===== config.mk =====
export PLATFORM = sky130hd
export DESIGN_NAME = irq_hold_replay
export DESIGN_NICKNAME = d
export VERILOG_FILES = /design/src/rtl/irqr_pkg.sv /design/src/rtl/irqr_sync.sv /design/src/rtl/irqr_detect.sv /design/src/rtl/irqr_regfile.sv /design/src/rtl/irqr_status.sv /design/src/rtl/irq_hold_replay.sv
export SDC_FILE = /design/constraint.sdc
export NUM_CORES = 1
export LEC_CHECK = 0
export BUFFER_PORTS_ARGS = -buffer_cell sky130_fd_sc_hd__buf_4
export CAP_MARGIN = 20
export CORE_MARGIN = 1.5
export CORE_UTILIZATION = 35
export CTS_BUF_LIST = sky130_fd_sc_hd__clkbuf_8
export DETAILED_ROUTE_END_ITERATION = 7
export SYNTH_ARGS = -nofsm -noshare
export SYNTH_HDL_FRONTEND = slang
export SYNTH_SLANG_ARGS = --single-unit

===== constraint.sdc =====
create_clock -name clk -period 2.1 [get_ports clk]
set_input_delay 0.21 -clock clk [delete_from_list [all_inputs] [get_ports clk]]
set_output_delay 0.21 -clock clk [all_outputs]
set_load 0.02 [all_outputs]

===== src/rtl/irqr_pkg.sv =====
package irqr_pkg;
  localparam int WORD_BITS = 32;
  localparam int ADDR_W    = 10;
  localparam int BANK_LSB  = 6;                 // each bank spans 64 bytes
  localparam int WSEL_W    = BANK_LSB - 2;      // word index inside a bank
  localparam int BANK_W    = ADDR_W - BANK_LSB;

  typedef enum logic [BANK_W-1:0] {
    BK_STATUS = 4'd0,
    BK_ACK    = 4'd1,
    BK_MSET   = 4'd3,
    BK_MCLR   = 4'd4,
    BK_SSET   = 4'd6,
    BK_SCLR   = 4'd7,
    BK_PSET   = 4'd9,
    BK_PCLR   = 4'd10,
    BK_CTRL   = 4'd12
  } bank_e;

  localparam int CTL_EN    = 0;
  localparam int CTL_EONLY = 1;
  localparam int CTL_FLUSH = 2;
endpackage


===== src/rtl/irqr_sync.sv =====
module irqr_sync #(
  parameter int WIDTH  = 64,
  parameter int STAGES = 2
) (
  input  logic             clk,
  input  logic             rst,
  input  logic [WIDTH-1:0] d_async,
  output logic [WIDTH-1:0] q_sync
);
  logic [WIDTH-1:0] chain [STAGES];

  for (genvar s = 0; s < STAGES; s++) begin : g_stage
    always_ff @(posedge clk) begin
      if (rst) chain[s] <= '0;
      else if (s == 0) chain[s] <= d_async;
      else chain[s] <= chain[(s == 0) ? 0 : s-1];
    end
  end

  assign q_sync = chain[STAGES-1];
endmodule


===== src/rtl/irqr_detect.sv =====
module irqr_detect #(
  parameter int NUM_LINES = 64
) (
  input  logic                 clk,
  input  logic                 rst,
  input  logic [NUM_LINES-1:0] line_sync,
  input  logic [NUM_LINES-1:0] sens,
  input  logic [NUM_LINES-1:0] pol,
  input  logic                 edge_only,
  output logic [NUM_LINES-1:0] evt
);
  logic [NUM_LINES-1:0] prev;

  always_ff @(posedge clk) begin
    if (rst) prev <= '0;
    else     prev <= line_sync;
  end

  for (genvar i = 0; i < NUM_LINES; i++) begin : g_line
    logic rise, fall, edge_hit, lvl_hit;
    assign rise     = line_sync[i] & ~prev[i];
    assign fall     = ~line_sync[i] & prev[i];
    assign edge_hit = pol[i] ? rise : fall;
    assign lvl_hit  = (line_sync[i] == pol[i]) & ~edge_only;
    assign evt[i]   = sens[i] ? lvl_hit : edge_hit;
  end
endmodule


===== src/rtl/irqr_regfile.sv =====
module irqr_regfile
  import irqr_pkg::*;
#(
  parameter int NUM_LINES = 64
) (
  input  logic                 clk,
  input  logic                 rst,
  input  logic                 wr_en,
  input  logic                 rd_en,
  input  logic [ADDR_W-1:0]    addr,
  input  logic [31:0]          wr_data,
  output logic [31:0]          rd_data,
  input  logic [NUM_LINES-1:0] status,
  output logic [NUM_LINES-1:0] mask,
  output logic [NUM_LINES-1:0] sens,
  output logic [NUM_LINES-1:0] pol,
  output logic [NUM_LINES-1:0] ack,
  output logic                 en,
  output logic                 edge_only,
  output logic                 flush_q
);
  localparam int WORDS = NUM_LINES / WORD_BITS;

  bank_e             bank;
  logic [WSEL_W-1:0] wsel;
  logic [1:0]        unused_lsb;

  assign bank       = bank_e'(addr[ADDR_W-1:BANK_LSB]);
  assign wsel       = addr[BANK_LSB-1:2];
  assign unused_lsb = addr[1:0];

  for (genvar w = 0; w < WORDS; w++) begin : g_word
    logic hit;
    assign hit = wr_en && (wsel == WSEL_W'(w));
    assign ack[w*WORD_BITS +: WORD_BITS] = (hit && bank == BK_ACK) ? wr_data : '0;

    always_ff @(posedge clk) begin
      if (rst) begin
        mask[w*WORD_BITS +: WORD_BITS] <= '1;
        sens[w*WORD_BITS +: WORD_BITS] <= '0;
        pol[w*WORD_BITS +: WORD_BITS]  <= '0;
      end else if (hit) begin
        case (bank)
          BK_MSET: mask[w*WORD_BITS +: WORD_BITS] <= mask[w*WORD_BITS +: WORD_BITS] | wr_data;
          BK_MCLR: mask[w*WORD_BITS +: WORD_BITS] <= mask[w*WORD_BITS +: WORD_BITS] & ~wr_data;
          BK_SSET: sens[w*WORD_BITS +: WORD_BITS] <= sens[w*WORD_BITS +: WORD_BITS] | wr_data;
          BK_SCLR: sens[w*WORD_BITS +: WORD_BITS] <= sens[w*WORD_BITS +: WORD_BITS] & ~wr_data;
          BK_PSET: pol[w*WORD_BITS +: WORD_BITS]  <= pol[w*WORD_BITS +: WORD_BITS] | wr_data;
          BK_PCLR: pol[w*WORD_BITS +: WORD_BITS]  <= pol[w*WORD_BITS +: WORD_BITS] & ~wr_data;
          default: ;
        endcase
      end
    end
  end

  logic ctrl_hit;
  assign ctrl_hit = wr_en && bank == BK_CTRL && wsel == '0;

  always_ff @(posedge clk) begin
    if (rst) begin
      en        <= 1'b0;
      edge_only <= 1'b0;
      flush_q   <= 1'b0;
    end else begin
      flush_q <= ctrl_hit && wr_data[CTL_FLUSH];
      if (ctrl_hit) begin
        en        <= wr_data[CTL_EN];
        edge_only <= wr_data[CTL_EONLY];
      end
    end
  end

  logic [31:0] rd_mux;
  always_comb begin
    logic [31:0] st_w, mk_w, sn_w, pl_w;
    st_w = '0; mk_w = '0; sn_w = '0; pl_w = '0;
    for (int w = 0; w < WORDS; w++) begin
      if (wsel == WSEL_W'(w)) begin
        st_w = status[w*WORD_BITS +: WORD_BITS];
        mk_w = mask[w*WORD_BITS +: WORD_BITS];
        sn_w = sens[w*WORD_BITS +: WORD_BITS];
        pl_w = pol[w*WORD_BITS +: WORD_BITS];
      end
    end
    case (bank)
      BK_STATUS:        rd_mux = st_w;
      BK_MSET, BK_MCLR: rd_mux = mk_w;
      BK_SSET, BK_SCLR: rd_mux = sn_w;
      BK_PSET, BK_PCLR: rd_mux = pl_w;
      BK_CTRL:          rd_mux = (wsel == '0) ? {30'd0, edge_only, en} : '0;
      default:          rd_mux = '0;
    endcase
  end

  always_ff @(posedge clk) begin
    if (rst)        rd_data <= '0;
    else if (rd_en) rd_data <= rd_mux;
  end
endmodule


===== src/rtl/irqr_status.sv =====
module irqr_status #(
  parameter int NUM_LINES = 64
) (
  input  logic                 clk,
  input  logic                 rst,
  input  logic [NUM_LINES-1:0] evt,
  input  logic [NUM_LINES-1:0] ack,
  input  logic [NUM_LINES-1:0] mask,
  input  logic [NUM_LINES-1:0] line_sync,
  input  logic                 flush_q,
  input  logic                 en,
  output logic [NUM_LINES-1:0] status,
  output logic [NUM_LINES-1:0] irq_out
);
  logic [NUM_LINES-1:0] replay;

  assign replay = flush_q ? (status & ~mask) : '0;

  always_ff @(posedge clk) begin
    if (rst) begin
      status  <= '0;
      irq_out <= '0;
    end else begin
      status  <= (status & ~ack & ~replay) | evt;
      irq_out <= replay | (en ? '0 : line_sync);
    end
  end
endmodule


===== src/rtl/irq_hold_replay.sv =====
module irq_hold_replay
  import irqr_pkg::*;
#(
  parameter int NUM_LINES = 64
) (
  input  logic                 clk,
  input  logic                 rst,
  input  logic                 reg_wr,
  input  logic                 reg_rd,
  input  logic [ADDR_W-1:0]    reg_addr,
  input  logic [31:0]          reg_wdata,
  output logic [31:0]          reg_rdata,
  input  logic [NUM_LINES-1:0] line_in,
  output logic [NUM_LINES-1:0] line_out
);
  logic [NUM_LINES-1:0] line_sync, evt, status, mask, sens, pol, ack;
  logic                 ctrl_en, ctrl_eonly, flush_q;

  irqr_sync #(.WIDTH(NUM_LINES), .STAGES(2)) u_sync (
    .clk(clk), .rst(rst), .d_async(line_in), .q_sync(line_sync)
  );

  irqr_detect #(.NUM_LINES(NUM_LINES)) u_detect (
    .clk(clk), .rst(rst), .line_sync(line_sync), .sens(sens), .pol(pol),
    .edge_only(ctrl_eonly), .evt(evt)
  );

  irqr_regfile #(.NUM_LINES(NUM_LINES)) u_regs (
    .clk(clk), .rst(rst), .wr_en(reg_wr), .rd_en(reg_rd), .addr(reg_addr),
    .wr_data(reg_wdata), .rd_data(reg_rdata), .status(status), .mask(mask),
    .sens(sens), .pol(pol), .ack(ack), .en(ctrl_en), .edge_only(ctrl_eonly),
    .flush_q(flush_q)
  );

  irqr_status #(.NUM_LINES(NUM_LINES)) u_status (
    .clk(clk), .rst(rst), .evt(evt), .ack(ack), .mask(mask),
    .line_sync(line_sync), .flush_q(flush_q), .en(ctrl_en),
    .status(status), .irq_out(line_out)
  );
endmodule


[After elaboration in Yosys (flattened, before gate mapping)]
Memories as Yosys holds them, arrays and structs flattened.
Cells that the tools add are included.
Storage, ports and cells
  bits in registers: 419
  memory bits (writable): 128
  output and inout bits: 96
  memories: 1
Memories
  u_sync.chain: words 2, bits a word 64, rd ports 2, clocked after memory_dff 0, write ports 2, RTL line irqr_sync.sv:10  | logic [WIDTH-1:0] chain [STAGES];
Operators by class
  eq/ne operators: 73
  multiplexer cells: 153
  bitwise operators: 344
  reductions and logical operators: 21
Operator list (number)
  32-bit case mux with 2 select lines: 6
  32-bit two-way mux: 10
  64-bit two-way mux: 4
  1-bit bitwise AND: 192
  32-bit bitwise AND: 6
  64-bit bitwise AND: 3
  64-bit NOT: 3
  32-bit OR: 6
  32-bit case mux with 5 select lines: 1
  1-bit two-way mux: 131
  1-bit NOT: 129
  64-bit OR: 2
  1-bit equality test: 64
  32-bit NOT: 1
  4-bit by 3-bit equality test with 1-bit output, second input constant: 3
  4-bit equality test, second input constant: 3
  2-bit AND reduction: 6
  4-bit by 1-bit equality test with 1-bit output, second input constant: 2
  4-bit zero test: 2
  1-bit logical AND: 7
  2-bit nonzero test: 3
  2-bit OR reduction: 3
  4-bit by 2-bit equality test with 1-bit output, second input constant: 1
  2-bit two-way mux: 1
  1-bit OR: 2

[Longest topological paths before layout]
  word-level depth: 8
  depth in mapped cells: 7
  depth with buffers taken out: 4

[By module]
Synthesis repeated with hierarchy kept, for this count alone.
Unflattened totals
  cell total of the unflattened synthesis: 2598
  area, all modules: 23567.6 µm²
Modules (own cells, without submodules)
  irqr_regfile: times used 1, cells each 1193, area each 10737.8 µm²
  irqr_status: times used 1, cells each 611, area each 5250.0 µm²
  irqr_detect: times used 1, cells each 524, area each 4115.2 µm²
  irqr_sync: times used 1, cells each 270, area each 3464.6 µm²

[Worst setup path after synthesis]
Ideal clock, no wire load.
  path kind: input -> register
  start: in reg_addr[6]
  end: reg (tool-made name)
  library setup time: 0.122 ns
  arrival time: 1.823 ns
  required time: 1.978 ns
  path slack: 0.155 ns
  stages on the path: 6
  path buffers: 2
  cell sequence: buf_2 or4b_1 a211oi_2 buf_2 nand2_1 a221o_1
RTL lines
  start: declaration: RTL line irq_hold_replay.sv:10  | input logic [ADDR_W-1:0] reg_addr,

==> flow_summary.yaml <==
sta:
  tightestPinTransition_ns: 0.862
  hold_viol_final: 0
  maxSlewViolCount: 0
  maxSlewHeadroom: 0.425
  skew_ns: 0.0463
  fin_ws_ns: -0.00703
  max_freq_mhz: 475
  setup_tns_ns: -0.00703
  setup_violations: 1
  rsz0062_at_grt: "no"
  fin_crit_ns: 2.11
  fin_crit_sh: 1.00
setup_path:
  crit_chain: "dlygate4sd3_1 -> buf_4 -> or4_1 -> buf_4 -> nor3_4 -> buf_4 -> buf_6 -> a21oi_1 -> a311oi_1"
  required_ns: 2.72
  crit_path_start: "reg_addr[3]"
  worst_ep_arrival_time_ns: 2.73
  reg2regPathDepth: 4
  crit_path_end_kind: "flop"
  cpMaxStageDelayCell: "dlygate4sd3_1"
  max_stage_delay_ns: 0.60
  ff2ff_setup_slack_ns: 0.63
  worstPathMaxFanout: 12
  r2r-end: "u_status.status[9]"
  cpMostUsedCell: "buf_4"
  worstSetupPathType: "in -> reg"
  rr_startpoint: "u_regs.flush_q"
  startpoint_type: "primary input"
cts:
  cts_sinks: 547
  cts_buffer_depth: 3
  cts_made_buffers: 95
  clk-insertion-delay-late_ns: 0.72
  htree_levels: 3
  clkTransAtPathRegs_ns: 0.06
  root_buffer: "clkbuf_8"
  cts_tree: "done"
synthesis:
  synth_edf_count: 0
  async_flop_share: 0
  synth_mux_area_frac: 0.0600
  synth.top_cells.by_area: "dfxtp_1 (48%), a21oi_1 (5.6%), nor2b_1 (5.3%), nand3b_1 (4.2%), o21ai_0 (4.2%)"
  netlist_top_cells_count: "dfxtp_1 (547), a21oi_1 (259), nor2b_1 (193), o21ai_0 (193), clkbuf_1 (179)"
  synth_top_family_by_area: "compound AO/OA/AOI/OAI gates"
  synth-seq-area-share: 0.477
  synth_xor_area_frac: 0.0248
  synth_top_area_frac: 0.477
  synth_cells: 2438
  yosys.area.top_type: "dfxtp_1"
  synth_compound_area_frac: 0.219
  yosysWarnings: 0
  syn_nets: 2548
  synth.distinct_cells: 39
  ys_seq_elements: 547
  yosys.area_share.simple: 0.176
  synth_flop_cell: "dfxtp_1"
  syn_area_um2: 23000
  synth.most_common_cell: "dfxtp_1"
  synthAdderAreaFrac: 0
  syn_avg_cell_area_um2: 9.42
cells_and_area:
  stdcell_count: 3625
  area_delta_synth_final_pct: 24.8
  final_nets: 2815
  postLayoutCellArea_um2: 28700
  layout-drive-gt1-share: 0.181
power_and_ir_drop:
  leakagePower_nw: 10.3
  clock_power_share: 0.442
  peakVddDrop_mv: 0.386
  p_comb_frac: 0.071
  seqPwrFrac: 0.487
  powerDensity_nw_per_um2: 776
  p_switching_mw: 5.47
  p_int_mw: 16.8
  switching_share: 0.246
drt:
  drc: 0
  viasPerCell: 5.48
  dr_wl_met3_um: 5020
  vias: 19900
  final_antenna_net_count: 0
  dr.pass1.iters: 7
  wl_met2_um: 33400
  wl_per_cell_um: 20.3
  routed_wirelength_um: 73600
  top_layer: "met5"
  wirelength_met1_um: 33000
  drt_iter0_markers: 1756
place:
  dpl_cell_area_um2: 25600
  place_ws_ns: -0.0870
  port-buffer-count: 203
  dp_cells: 3354
  hpwl_um: 44500
  place_congestion: 0.838
die:
  die_w_um: 259
  core_area_um2: 64700
  fp-row-count: 93
  start_util: 0.355
  io_pins: 206
  die_h_um: 259
  dieArea_um2: 67200
global_routing:
  antenna_found_initial: 5
  grt_pass1_vias: 19200
  grt_pass1_wl_um: 111000
  grt_max_degree: 86
  grt_overflow: 0
  grt_usage: 0.210
job:
  drv_cap: 0
run_status:
  status: "finished with violations"
  violations: "setup timing"
min_path:
  hp-class: "in -> reg"
==> cells in the final DEF (no fill, tap or decap), types with 30 or more instances in the layout <==
master and instances:
nor2b_1 193, dfxtp_1 544, mux2_2 61, dlygate4sd3_1 104
nand2_1 67, a221o_1 64, nand2b_1 130, a21oi_1 258
nand3b_1 129, buf_4 251, o221ai_1 64, mux2i_1 69
xor2_1 64, a22oi_1 30, a211oi_1 95, clkbuf_8 122
inv_1 53, nor2_1 35, o21ai_0 193, nor3_1 97
a311oi_1 65
==> timing repair <==
| item | 4_1_cts | 5_1_grt |
|---|---|---|
| gates resized for setup | 0 | 2 |
| setup endpoints to repair | 0 | 9 |
| setup buffers | 0 | 2 |
| endpoints found under the hold margin | 337 | 0 |
| hold buffers | 104 | 0 |
==> logic make-up (layout without fill, tap and decap cells) <==
logic type	Yosys count	count (layout)
flip-flops	547	547
buffers and inverters	250	580
XOR/XNOR	65	65
other	0	2
AND/OR/NAND/NOR	671	671
multiplexers	130	130
AO/OA/AOI/OAI	775	775
==> routing by layer <==
| layer | vias to the layer above | track usage |
|---|---|---|
| met5 | - | 0 |
| met4 | 6 | 0.0830 |
| met3 | 148 | 0.0406 |
| met2 | 718 | 0.334 |
| met1 | 9577 | 0.281 |
| li1 | 9425 | - |
==> power by group through the flow <==
stage	Clock [mW]	Sequential, mW	Combinational [mW]
6_report	9.84	10.8	1.58
5_1_grt	10.5	10.9	1.70
3_5_place_dp	0	11.1	1.40
3_3_place_gp	0	11.1	1.38
2_1_floorplan	0	11.1	0.773
4_1_cts	10.1	10.8	1.57
==> per-stage QoR <==
stage | hold slack, ns | utilization | total power, mW
floorplan | 0.338 | - | 11.8
global placement | 0.422 | 0.396 | 12.4
detailed placement | 0.422 | 0.396 | 12.5
CTS | 0.118 | 0.442 | 22.5
global route | 0.175 | 0.443 | 23.1
finish | 0.180 | 0.443 | 22.3
==> worst min-delay path by stage <==
| stage | start | endpoint | cells past startpoint |
|---|---|---|---|
| finish | reg_addr[6] | flop | 3 |
| global route | reg_addr[6] | flop | 3 |
| CTS | reg_addr[9] | u_regs.flush_q | 5 |
| detailed placement | u_sync.chain[0][43] | u_sync.chain[1][43] | 1 |
| global placement | line_in[10] | u_sync.chain[0][10] | 2 |
| floorplan | line_in[0] | u_sync.chain[0][0] | 1 |
==> area by class of cell <==
cell class	instances	area (um2)
flip-flops and latches	547	11000
diodes	2	5.00
well taps	855	1070
multi-input cells	1641	11100
fillers	6244	36000
clock buffers	122	1680
repair buffers	385	3500
inverters	35	131
clock inverters	38	240
==> worst max-delay path: cells and delay by family <==
family                 cells  cell delay, ns
AND/OR/NAND/NOR            2            0.76
buffers and inverters      5            1.38
AO/OA/AOI/OAI              2            0.36
Power figures use the tool's default switching activity.
